<file path="config.mk">
export PLATFORM = sky130hd
export DESIGN_NAME = tcadc_seq
export DESIGN_NICKNAME = d
export VERILOG_FILES = /design/src/rtl/tcadc_pkg.sv /design/src/rtl/tcadc_ctrl.sv /design/src/rtl/tcadc_fsm.sv /design/src/rtl/tcadc_result.sv /design/src/rtl/tcadc_seq.sv
export SDC_FILE = /design/constraint.sdc
export NUM_CORES = 1
export LEC_CHECK = 0
export BUFFER_PORTS_ARGS = -buffer_cell sky130_fd_sc_hd__buf_4
export CAP_MARGIN = 20
export CORE_UTILIZATION = 48
export CTS_CLUSTER_SIZE = 40
export DETAILED_ROUTE_END_ITERATION = 7
export GPL_TIMING_DRIVEN = 0
export MAX_ROUTING_LAYER = met4
export PLACE_DENSITY = 0.77
export SKIP_CTS_REPAIR_TIMING = 1
export SYNTH_ARGS = -nofsm -noshare
export SYNTH_HDL_FRONTEND = slang
export SYNTH_SLANG_ARGS = --single-unit
</file>
<file path="constraint.sdc">
create_clock -name clk -period 2.4 [get_ports clk]
set_input_delay 0.24 -clock clk [delete_from_list [all_inputs] [get_ports clk]]
set_output_delay 0.24 -clock clk [all_outputs]
set_load 0.02 [all_outputs]
</file>
<file path="src/rtl/tcadc_pkg.sv">
package tcadc_pkg;

    localparam int REG_AW = 4;
    localparam int REG_DW = 16;
    localparam int RES_W  = 10;

    localparam logic [REG_AW-1:0] IDX_CTRL = 4'hA;
    localparam logic [REG_AW-1:0] IDX_DATA = 4'hB;

    // control-word bit positions (decoded by host software)
    localparam int CB_PWR   = 15;
    localparam int CB_GO    = 7;
    localparam int CB_EXT   = 5;
    localparam int CB_SEL   = 2;
    localparam int CB_BYP   = 1;
    localparam int CB_SYNC  = 0;

    // data-word layout
    localparam int DB_VALID = 15;
    localparam int DB_RES   = 5;

    // interrupt source index for conversion done
    localparam int EVT_ADC  = 11;

    typedef struct packed {
        logic       pwr;
        logic       go;
        logic       ext;
        logic [2:0] sel;
        logic       byp;
        logic       sync;
    } ctrl_t;

    typedef enum logic [2:0] {
        ST_OFF,
        ST_WARM,
        ST_IDLE,
        ST_SETTLE,
        ST_WSYNC,
        ST_CONV
    } seq_st_t;

    function automatic ctrl_t decode_ctrl(input logic [REG_DW-1:0] w);
        ctrl_t c;
        c.pwr  = w[CB_PWR];
        c.go   = w[CB_GO] & w[CB_PWR];
        c.ext  = w[CB_EXT];
        c.sel  = w[CB_SEL +: 3];
        c.byp  = w[CB_BYP];
        c.sync = w[CB_SYNC];
        return c;
    endfunction

    function automatic logic [REG_DW-1:0] encode_ctrl(input ctrl_t c);
        logic [REG_DW-1:0] w;
        w = '0;
        w[CB_PWR]      = c.pwr;
        w[CB_GO]       = c.go;
        w[CB_EXT]      = c.ext;
        w[CB_SEL +: 3] = c.sel;
        w[CB_BYP]      = c.byp;
        w[CB_SYNC]     = c.sync;
        return w;
    endfunction

    function automatic int max3(input int a, input int b, input int c);
        int m;
        m = (a > b) ? a : b;
        return (m > c) ? m : c;
    endfunction

endpackage

</file>
<file path="src/rtl/tcadc_ctrl.sv">
module tcadc_ctrl
    import tcadc_pkg::*;
(
    input  logic              clk,
    input  logic              rst,
    input  logic              wr_en_i,
    input  logic [REG_AW-1:0] wr_addr_i,
    input  logic [REG_DW-1:0] wr_data_i,
    output ctrl_t             ctrl_o,
    output logic              start_req_o
);

    ctrl_t ctrl_q;
    ctrl_t ctrl_nxt;
    logic  hit;

    assign hit      = wr_en_i && (wr_addr_i == IDX_CTRL);
    assign ctrl_nxt = decode_ctrl(wr_data_i);

    // start accepted only on a 0->1 transition of the stored bit
    assign start_req_o = hit && ctrl_nxt.go && !ctrl_q.go;

    always_ff @(posedge clk) begin
        if (rst) begin
            ctrl_q <= '0;
        end else if (hit) begin
            ctrl_q <= ctrl_nxt;
        end
    end

    assign ctrl_o = ctrl_q;

    AST_GO_NEEDS_PWR: assert property (@(posedge clk) disable iff (rst)
        (hit && !wr_data_i[CB_PWR]) |=> !ctrl_o.go);

    AST_OTHER_IDX_KEEP: assert property (@(posedge clk) disable iff (rst)
        (!(wr_en_i && wr_addr_i == IDX_CTRL)) |=> $stable(ctrl_o));

endmodule

</file>
<file path="src/rtl/tcadc_fsm.sv">
module tcadc_fsm
    import tcadc_pkg::*;
#(
    parameter int REF_CLKS    = 60,
    parameter int SETTLE_CLKS = 51,
    parameter int CONV_CLKS   = 102
) (
    input  logic    clk,
    input  logic    rst,
    input  logic    pwr_i,
    input  logic    sync_mode_i,
    input  logic    sync_i,
    input  logic    start_req_i,
    output logic    done_o,
    output seq_st_t st_o
);

    localparam int MAXC = max3(REF_CLKS, SETTLE_CLKS, CONV_CLKS);
    localparam int CW   = (MAXC > 1) ? $clog2(MAXC) : 1;

    seq_st_t       st;
    logic [CW-1:0] cnt;
    logic          pend;
    logic          sync_q;
    logic          sync_rise;

    assign sync_rise = sync_i && !sync_q;
    assign done_o    = pwr_i && (st == ST_CONV) && (cnt == '0);
    assign st_o      = st;

    // queued start request
    always_ff @(posedge clk) begin
        if (rst) begin
            pend <= 1'b0;
        end else if (start_req_i) begin
            pend <= 1'b1;
        end else if (!pwr_i || st == ST_IDLE) begin
            pend <= 1'b0;
        end
    end

    always_ff @(posedge clk) begin
        if (rst) begin
            st     <= ST_OFF;
            cnt    <= '0;
            sync_q <= 1'b0;
        end else begin
            sync_q <= sync_i;
            if (!pwr_i) begin
                st  <= ST_OFF;
                cnt <= '0;
            end else begin
                unique case (st)
                    ST_OFF: begin
                        st  <= ST_WARM;
                        cnt <= CW'(REF_CLKS - 1);
                    end
                    ST_WARM: begin
                        if (cnt == '0) st <= ST_IDLE;
                        else           cnt <= cnt - 1'b1;
                    end
                    ST_IDLE: begin
                        if (pend) begin
                            st  <= ST_SETTLE;
                            cnt <= CW'(SETTLE_CLKS - 1);
                        end
                    end
                    ST_SETTLE: begin
                        if (cnt != '0) begin
                            cnt <= cnt - 1'b1;
                        end else if (sync_mode_i) begin
                            st <= ST_WSYNC;
                        end else begin
                            st  <= ST_CONV;
                            cnt <= CW'(CONV_CLKS - 1);
                        end
                    end
                    ST_WSYNC: begin
                        if (sync_rise) begin
                            st  <= ST_CONV;
                            cnt <= CW'(CONV_CLKS - 1);
                        end
                    end
                    ST_CONV: begin
                        if (cnt == '0) st <= ST_IDLE;
                        else           cnt <= cnt - 1'b1;
                    end
                    default: st <= ST_OFF;
                endcase
            end
        end
    end

    AST_ABORT_TO_OFF: assert property (@(posedge clk) disable iff (rst)
        !pwr_i |=> (st == ST_OFF));

    AST_WARM_FIRST: assert property (@(posedge clk) disable iff (rst)
        $rose(pwr_i) |=> (st == ST_WARM));

    AST_SYNC_HOLD: assert property (@(posedge clk) disable iff (rst)
        (st == ST_WSYNC && pwr_i && !(sync_i && !sync_q)) |=> (st == ST_WSYNC));

    AST_DONE_FROM_CONV: assert property (@(posedge clk) disable iff (rst)
        done_o |=> (st == ST_IDLE));

endmodule

</file>
<file path="src/rtl/tcadc_result.sv">
module tcadc_result
    import tcadc_pkg::*;
(
    input  logic              clk,
    input  logic              rst,
    input  logic              start_req_i,
    input  logic              done_i,
    input  logic [RES_W-1:0]  sample_i,
    output logic [REG_DW-1:0] data_o,
    output logic [REG_DW-1:0] evt_o
);

    localparam logic [REG_DW-1:0] EVT_MASK = REG_DW'(1) << EVT_ADC;

    logic             valid_q;
    logic [RES_W-1:0] res_q;
    logic             evt_q;

    always_ff @(posedge clk) begin
        if (rst) begin
            valid_q <= 1'b0;
            res_q   <= '0;
            evt_q   <= 1'b0;
        end else begin
            evt_q <= done_i;
            if (done_i) begin
                res_q <= sample_i;
            end
            if (start_req_i) begin
                valid_q <= 1'b0;
            end else if (done_i) begin
                valid_q <= 1'b1;
            end
        end
    end

    always_comb begin
        data_o = '0;
        data_o[DB_VALID]       = valid_q;
        data_o[DB_RES +: RES_W] = res_q;
    end

    assign evt_o = evt_q ? EVT_MASK : '0;

    AST_GO_CLEARS_VALID: assert property (@(posedge clk) disable iff (rst)
        start_req_i |=> !data_o[DB_VALID]);

    AST_EVT_ONE_CLOCK: assert property (@(posedge clk) disable iff (rst)
        (evt_o != '0) |=> (evt_o == '0));

    AST_EVT_ONLY_BIT: assert property (@(posedge clk) disable iff (rst)
        $onehot0(evt_o) && ((evt_o & ~EVT_MASK) == '0));

    AST_VALID_HOLDS: assert property (@(posedge clk) disable iff (rst)
        (data_o[DB_VALID] && !start_req_i) |=> data_o[DB_VALID]);

endmodule

</file>
<file path="src/rtl/tcadc_seq.sv">
module tcadc_seq
    import tcadc_pkg::*;
#(
    parameter int REF_CLKS    = 60,
    parameter int SETTLE_CLKS = 51,
    parameter int CONV_CLKS   = 102
) (
    input  logic        clk,
    input  logic        rst,
    input  logic        wr_en_i,
    input  logic [3:0]  wr_addr_i,
    input  logic [15:0] wr_data_i,
    input  logic [3:0]  rd_addr_i,
    output logic [15:0] rd_data_o,
    input  logic        sync_i,
    input  logic [9:0]  sample_i,
    output logic [2:0]  sel_o,
    output logic        ref_ext_o,
    output logic        ref_byp_o,
    output logic [15:0] evt_o
);

    ctrl_t             ctrl;
    logic              start_req;
    logic              done;
    seq_st_t           st;
    logic [REG_DW-1:0] data_word;

    tcadc_ctrl u_ctrl (
        .clk         (clk),
        .rst         (rst),
        .wr_en_i     (wr_en_i),
        .wr_addr_i   (wr_addr_i),
        .wr_data_i   (wr_data_i),
        .ctrl_o      (ctrl),
        .start_req_o (start_req)
    );

    tcadc_fsm #(
        .REF_CLKS    (REF_CLKS),
        .SETTLE_CLKS (SETTLE_CLKS),
        .CONV_CLKS   (CONV_CLKS)
    ) u_fsm (
        .clk         (clk),
        .rst         (rst),
        .pwr_i       (ctrl.pwr),
        .sync_mode_i (ctrl.sync),
        .sync_i      (sync_i),
        .start_req_i (start_req),
        .done_o      (done),
        .st_o        (st)
    );

    tcadc_result u_res (
        .clk         (clk),
        .rst         (rst),
        .start_req_i (start_req),
        .done_i      (done),
        .sample_i    (sample_i),
        .data_o      (data_word),
        .evt_o       (evt_o)
    );

    always_comb begin
        unique case (rd_addr_i)
            IDX_CTRL: rd_data_o = encode_ctrl(ctrl);
            IDX_DATA: rd_data_o = data_word;
            default:  rd_data_o = '0;
        endcase
    end

    assign sel_o     = ctrl.sel;
    assign ref_ext_o = ctrl.ext;
    assign ref_byp_o = ctrl.byp;

    AST_NO_EVT_WHEN_OFF: assert property (@(posedge clk) disable iff (rst)
        (!ctrl.pwr && st == ST_OFF) |=> (evt_o == '0));

endmodule

</file>
==> results of run 1 <==
-- area by class of cell --
cell class	instances	area (um^2)	area share, %
buffer	29	195	7.95
clock buffer	7	96.3	3.92
clock inverter	1	30.0	1.22
inverter	7	26.3	1.07
multi-input combinational	155	991	40.4
sequential	32	641	26.1
tap	46	57.6	2.34
timing repair buffer	56	418	17.0
-- how the worst max path moves through the flow --
| stage | endpoint | slack (ns) | cells after the start |
|---|---|---|---|
| CTS | u_fsm.cnt[1] | -0.008 | 7 |
| finish | u_fsm.cnt[2] | 0.06 | 8 |
| detailed placement | u_fsm.cnt[1] | 0.007 | 7 |
| global route | u_fsm.cnt[4] | -0.005 | 8 |
| global placement | u_fsm.cnt[1] | 0.06 | 7 |
| floorplan | u_res.res_q[2] | 0.42 | 8 |
-- report_power, final --
part           switching, uW  internal, uW
sequential              2.57           534
combinational           53.4          60.2
clock                    202           366
-- kinds of logic after synthesis --
| group | count (synthesis) |
|---|---|
| simple gates | 80 |
| compound gates | 39 |
| buf+inv | 36 |
| flops | 32 |
| mux | 18 |
| fa+ha+maj | 2 |
| other cells | 1 |
| xor+xnor | 1 |
-- flip-flops by register name, indices dropped and copies added (netlist names) --
name           flops
u_fsm.pend         1
u_fsm.st_o         3
u_res.evt_q        1
u_res.res_q       10
u_res.valid_q      1
u_ctrl.ctrl_o      8
u_fsm.cnt          7
u_fsm.sync_q       1
-- cell usage in the layout (no fill, tap or decap), types with 2 or more instances in the layout --
master,n
buf_4,74
dfxtp_1,32
nor2_1,27
mux2i_1,18
conb_1,15
and2_1,13
nand2_1,10
a21oi_1,9
clkbuf_1,7
clkbuf_8,7
inv_1,6
o21ai_0,6
nor3_1,6
nor2b_1,5
nand2b_1,4
a22o_1,3
nor4_1,3
o21ai_1,3
a211oi_1,3
buf_6,2
nand3_1,2
ha_1,2
-- layer usage --
metal | wire, um | GRT usage (%) | up-vias | part of all wire [%]
li1 | - | - | 852 | -
met1 | 1880 | 27.0 | 760 | 46
met2 | 1900 | 35.2 | 62 | 46
met3 | 247 | 6.34 | 7 | 6.0
met4 | 68 | 10.8 | 0 | 1.7
met5 | 0 | - | - | 0
-- metrics by stage --
stage	setup TNS, ns	utilization, %	hold slack, ns	setup WS [ns]
2_1_floorplan	0	-	0.305	0.425
5_1_grt	-0.00497	70.8	0.140	-0.00497
3_5_place_dp	0	65.9	0.448	0.00674
4_1_cts	-0.00797	69.6	0.139	-0.00797
6_report	0	70.8	0.148	0.0572
3_3_place_gp	0	65.9	0.444	0.0642
==> summary.txt, run 1 <==
Logic synthesis
  – EDFF count, synth: 0
  – Distinct cells, synth: 48
  – Ranking of synthesized cells by area: dfxtp_1, mux2i_1, buf_4, nor2_1, and2_1
  – Count leader, synth: dfxtp_1
  – Syn. warnings: 0
  – Mux contribution to synthesized area: 10.0%
  – Synthesized area per cell: 8.58 um^2
  – Sequential area share after synthesis: 35.7%
  – Post-synthesis compound-gate area fraction: around 15%
  – Synth area leader: dfxtp_1
  – Post-synthesis simple-gate area fraction: 24.7%
  – Combinational family with the most area after synthesis: simple AND/OR/NAND/NOR gates
  – Post-synth top area share: 35.7%
  – Synth Register Bits: 32
  – Async S/R FF share, synth: 0%
  – Synth Area in Adders: ~1.4%
  – Ys flop type: dfxtp_1
  – Synth cell count leaders: dfxtp_1, nor2_1, buf_4
  – Post-Synth XOR/XNOR Area: 0.488%
  – Cell area after synthesis: 0.00179 mm^2
  – Cells after Synth: 209

Placement
  – Final Wtd Congestion: roughly 0.83
  – Placed insts: 320
  – Input/output buffers: 51
  – Area after DPL: roughly 0.0023 mm^2
  – Final HPWL DP: 2990 um

Worst setup path
  – Reg-to-reg slack, setup: 0.06 ns
  – Crit end category: register
  – Terminus of the critical flop-to-flop path: u_fsm.cnt[2]
  – Top Family by Delay on Critical Path: simple AND/OR/NAND/NOR gates
  – Worst Path Arrival: between 2 and 3 ns
  – Crit path from: u_fsm.cnt[0]
  – Crit path required time: 2.60 ns
  – Kind of critical path: reg -> reg
  – Crit start category: register
  – Critical Path Slowest Stage Cell: or4b_4
  – R2R cell count: 8
  – Reg2reg start: u_fsm.cnt[0]
  – Crit-path cells: inv_1, ha_1, or4b_4, nor4_4, buf_4, a221o_2, a311oi_1, nor3_1
  – Buffer and inverter count on the worst path: 2
  – Critical path peak fanout: 7
  – Worst path max stage delay: 0.52 ns

Cells and area
  – Area grow syn2layout: 36.8%
  – Share of cells above drive strength 1: 32.8%
  – Post-route non-filler standard cell count: around 330
  – N_diodes: 0
  – Filler Cell Count: between 200 and 300
  – Design area: 0.00245 mm^2
  – Nets: 326

Power
  – Leakage dissipation: 0.00116 uW
  – Overall Power: 1220 uW
  – Power Dens Cells: 496 mW/mm^2
  – VDD IR-drop max: around 0.00042 V

Routing
  – Vias per inst: 5.05
  – Initial DRC count: about 130
  – # DRC: 0
  – DR pass1 iterations: 4
  – Vias: 1681
  – DRT antenna net count: 0
  – Total wire length: approximately 4100 um
  – Routed len/inst: approximately 12 um

Hold path
  – Hold Path Cell Cnt: 2
  – HP Class: in -> reg
  – Hold endpoint: u_res.valid_q
  – Hold Path Origin: rst

Floorplan
  – Io pins: 75
  – Initial core utilization: roughly 52%
  – FP Rows: 21
  – Core Region: 0.00347 mm^2
  – Die outline width: 63.1 um
  – Die Footprint: 0.00399 mm^2
  – Die height: ~63 um

Flow run
  – Max-cap viol count: 0

STA
  – Fmax: 427 MHz
  – Slew @ Worst Pin: 0.778 ns
  – Final Cycle Share: 97.6%
  – Final setup fails: 0
  – Final Hold Viols: 0
  – Tmin final: about 2.3 ns
  – Pins Over Slew Limit: 0
  – Final Skew: 0.00180 ns
  – Max-slew headroom: ~48%

Global route
  – Total gr overflow: 0
  – Largest net degree at the start of global routing: 11
  – Global-route wire length before repair: 6930 um
  – Antenna violations before repair: 0
  – Global router's overall resource usage: a little under a quarter
  – Vias in the first global route: 1611

Status
  – Status: finished clean

CTS
  – Clock transition at path regs: 0.07 ns
  – CTS Buf Count: 5
  – Clock tree buffer depth: 2
  – Root Driver: clkbuf_8
  – CTS sink cnt: 32
  – CTS tree: yes
  – Clk_lat worst skew: approximately 0.28 ns
  – H-Tree Depth: 2
(Power assumes the default switching activity.)
==> run 2, diff against run 1 <==
--- a/config.mk
+++ b/config.mk
@@ -7,12 +7,12 @@
 export LEC_CHECK = 0
 export BUFFER_PORTS_ARGS = -buffer_cell sky130_fd_sc_hd__buf_4
 export CAP_MARGIN = 20
-export CORE_UTILIZATION = 48
+export CORE_UTILIZATION = 43
 export CTS_CLUSTER_SIZE = 40
 export DETAILED_ROUTE_END_ITERATION = 7
 export GPL_TIMING_DRIVEN = 0
 export MAX_ROUTING_LAYER = met4
-export PLACE_DENSITY = 0.77
+export PLACE_DENSITY = 0.73
 export SKIP_CTS_REPAIR_TIMING = 1
 export SYNTH_ARGS = -nofsm -noshare
 export SYNTH_HDL_FRONTEND = slang
==> constraint.sdc (replaced) <==
create_clock -name clk -period 2.1 [get_ports clk]
set_input_delay 0.21 -clock clk [delete_from_list [all_inputs] [get_ports clk]]
set_output_delay 0.21 -clock clk [all_outputs]
set_load 0.02 [all_outputs]
==> summary.txt, run 2 (synthesis gave the netlist of run 1 again) <==
STA
  – RSZ-0062 raised after global routing: true
  – Slew @ Worst Pin: 0.731 ns (-0.0471 ns)
  – Fin worst setup slack: -0.0228 ns (-0.0800 ns)
  – Final Cycle Share: 101% (+3.5 points)
  – Pins Over Slew Limit: 0 (unchanged)
  – Fmax: 471 MHz (+10%)
  – Tmin final: 2.12 ns (-0.220 ns)
  – Final setup fails: 1 (+1)
  – Final Hold Viols: 0 (unchanged)
  – Max-slew headroom: 51.1% (+3.2 points)
  – Final Skew: 0.00691 ns (+0.00511 ns)
  – Setup TNS: -0.0228 ns (-0.0228 ns)

Floorplan
  – Die height: 66.6 um (+5.5%)
  – Initial core utilization: 44.9% (-6.9 points)
  – Die Footprint: 0.00443 mm^2 (+11%)
  – FP Rows: 23 (+9.5%)
  – Io pins: 75 (unchanged)
  – Core Region: 0.00400 mm^2 (+15%)
  – Die outline width: 66.6 um (+5.5%)

Worst setup path
  – Crit path from: u_fsm.cnt[0]
  – Critical path peak fanout: 7 (unchanged)
  – Worst Path Arrival: 2.28 ns (-0.26 ns)
  – Crit start category: register
  – Crit end category: register
  – Crit path required time: 2.26 ns (-0.34 ns)
  – Reg2reg start: u_fsm.cnt[0]
  – Kind of critical path: reg -> reg

Status
  – Status: finished with violations
  – Failing checks: negative setup slack

Cells and area
  – Design area: 0.00255 mm^2 (+3.9%)
  – N_diodes: 0 (unchanged)
  – Most flop-heavy register: u_res.res_q
  – Largest register FFs: 10 (unchanged)
  – Most frequent cells in the layout: buf_4, dfxtp_1, nor2_1
  – Final core occ: 63.8% (-7.0 points)
  – Area grow syn2layout: 42.2%
  – Share of cells above drive strength 1: 37.2% (+4.4 points)
  – Nets: 332 (+1.8%)
  – Most common cell after layout, fill and taps aside: buf_4

CTS
  – Clock transition at path regs: 0.07 ns (about the same)
  – H-Tree Depth: 2 (unchanged)
  – CTS sink cnt: 32 (unchanged)
  – Root Driver: clkbuf_8
  – CTS tree: yes
  – Clk_lat worst skew: 0.29 ns (about the same)
  – CTS Buf Count: 5 (unchanged)
  – Clock tree buffer depth: 2 (unchanged)

Global route
  – Largest net degree at the start of global routing: 13 (+2)
  – Global-route wire length before repair: 6520 um (-5.9%)
  – Total gr overflow: 0 (unchanged)
  – Antenna violations before repair: 0 (unchanged)
  – Global router's overall resource usage: 20.1% (-2.7 points)
  – Vias in the first global route: 1450 (-10%)

Power
  – Power Dens Cells: 533 mW/mm^2 (+7.3%)
  – Leakage dissipation: 0.00119 uW (+3.1%)
  – VDD IR-drop max: 0.000397 V (-4.6%)

Routing
  – Initial DRC count: 91 (-29%)
  – Total wire length: 4280 um (+4.2%)
  – DRT antenna net count: 0 (unchanged)
  – DR pass1 iterations: 4 (unchanged)
  – # DRC: 0 (unchanged)
  – Vias per inst: 4.98 (-1.4%)
  – Vias: 1708 (+1.6%)
  – Routed len/inst: 12.5 um (+1.2%)

Flow run
  – Max-cap viol count: 0 (unchanged)

Placement
  – Input/output buffers: 51 (unchanged)
  – Final HPWL DP: 2960 um (-0.84%)
  – Area after DPL: 0.00230 mm^2 (+0.44%)
  – Final Wtd Congestion: 0.840 (+0.82%)

Hold path
  – Hold Path Origin: rst
  – HP Class: in -> reg
## run 2: cell count changes in the layout (fill, tap and decap cells not counted), sizes merged
cell / change
clkinvlp: +1
buf: +8
inv: +1
clkbuf: -4
## run 2: worst paths after layout
path	to	slack, ns	depth (start not counted)
setup reg to reg	u_fsm.cnt[4]	-0.02	8
setup / recovery	u_fsm.cnt[4]	-0.02	8
hold reg to reg	u_res.valid_q	0.48	2
hold / removal	u_res.valid_q	0.10	2
## run 2: critical path: stages, from the launching register on
cell     delay (ns)
dfxtp_4        0.37
inv_4          0.06
ha_4           0.12
or4b_4         0.50
nor4_4         0.30
buf_4          0.18
a221o_2        0.25
a311o_1        0.15
a21oi_1        0.06
## run 2: metal layers
| metal | vias up | global-route usage (%) | wire length [um] |
|---|---|---|---|
| li1 | 862 | - | - |
| met1 | 790 | 25.2 | 1910 |
| met2 | 51 | 29.9 | 2040 |
| met3 | 5 | 7.02 | 274 |
| met4 | 0 | 6.38 | 49 |
| met5 | - | - | 0 |
## run 2: area by class of cell
cell class,instances,area [um^2]
multi-input cells,155,1030
fillers,362,1450
clock buffers,5,68.8
flip-flops and latches,32,646
inverters,7,28.8
plain buffers,28,191
clock inverters,3,46.3
well taps,50,62.6
repair buffers,63,474
## run 2: stage by stage
| stage | worst slack, ns | cells | total power [uW] | hold slack, ns |
|---|---|---|---|---|
| final | -0.0228 | 343 | 1360 | 0.101 |
| after global routing | -0.104 | 343 | 1410 | 0.0930 |
| after CTS | -0.251 | 333 | 1370 | 0.0963 |
| after detailed placement | -0.207 | 325 | 756 | 0.407 |
| after global placement | -0.258 | 324 | 754 | 0.405 |
| after floorplan | 0.125 | 223 | 701 | 0.275 |
## run 2: report_power, final
part,internal [uW],switching [uW],total (uW)
clock,357,256,613
combinational,70.9,62.8,134
sequential,609,3.10,612
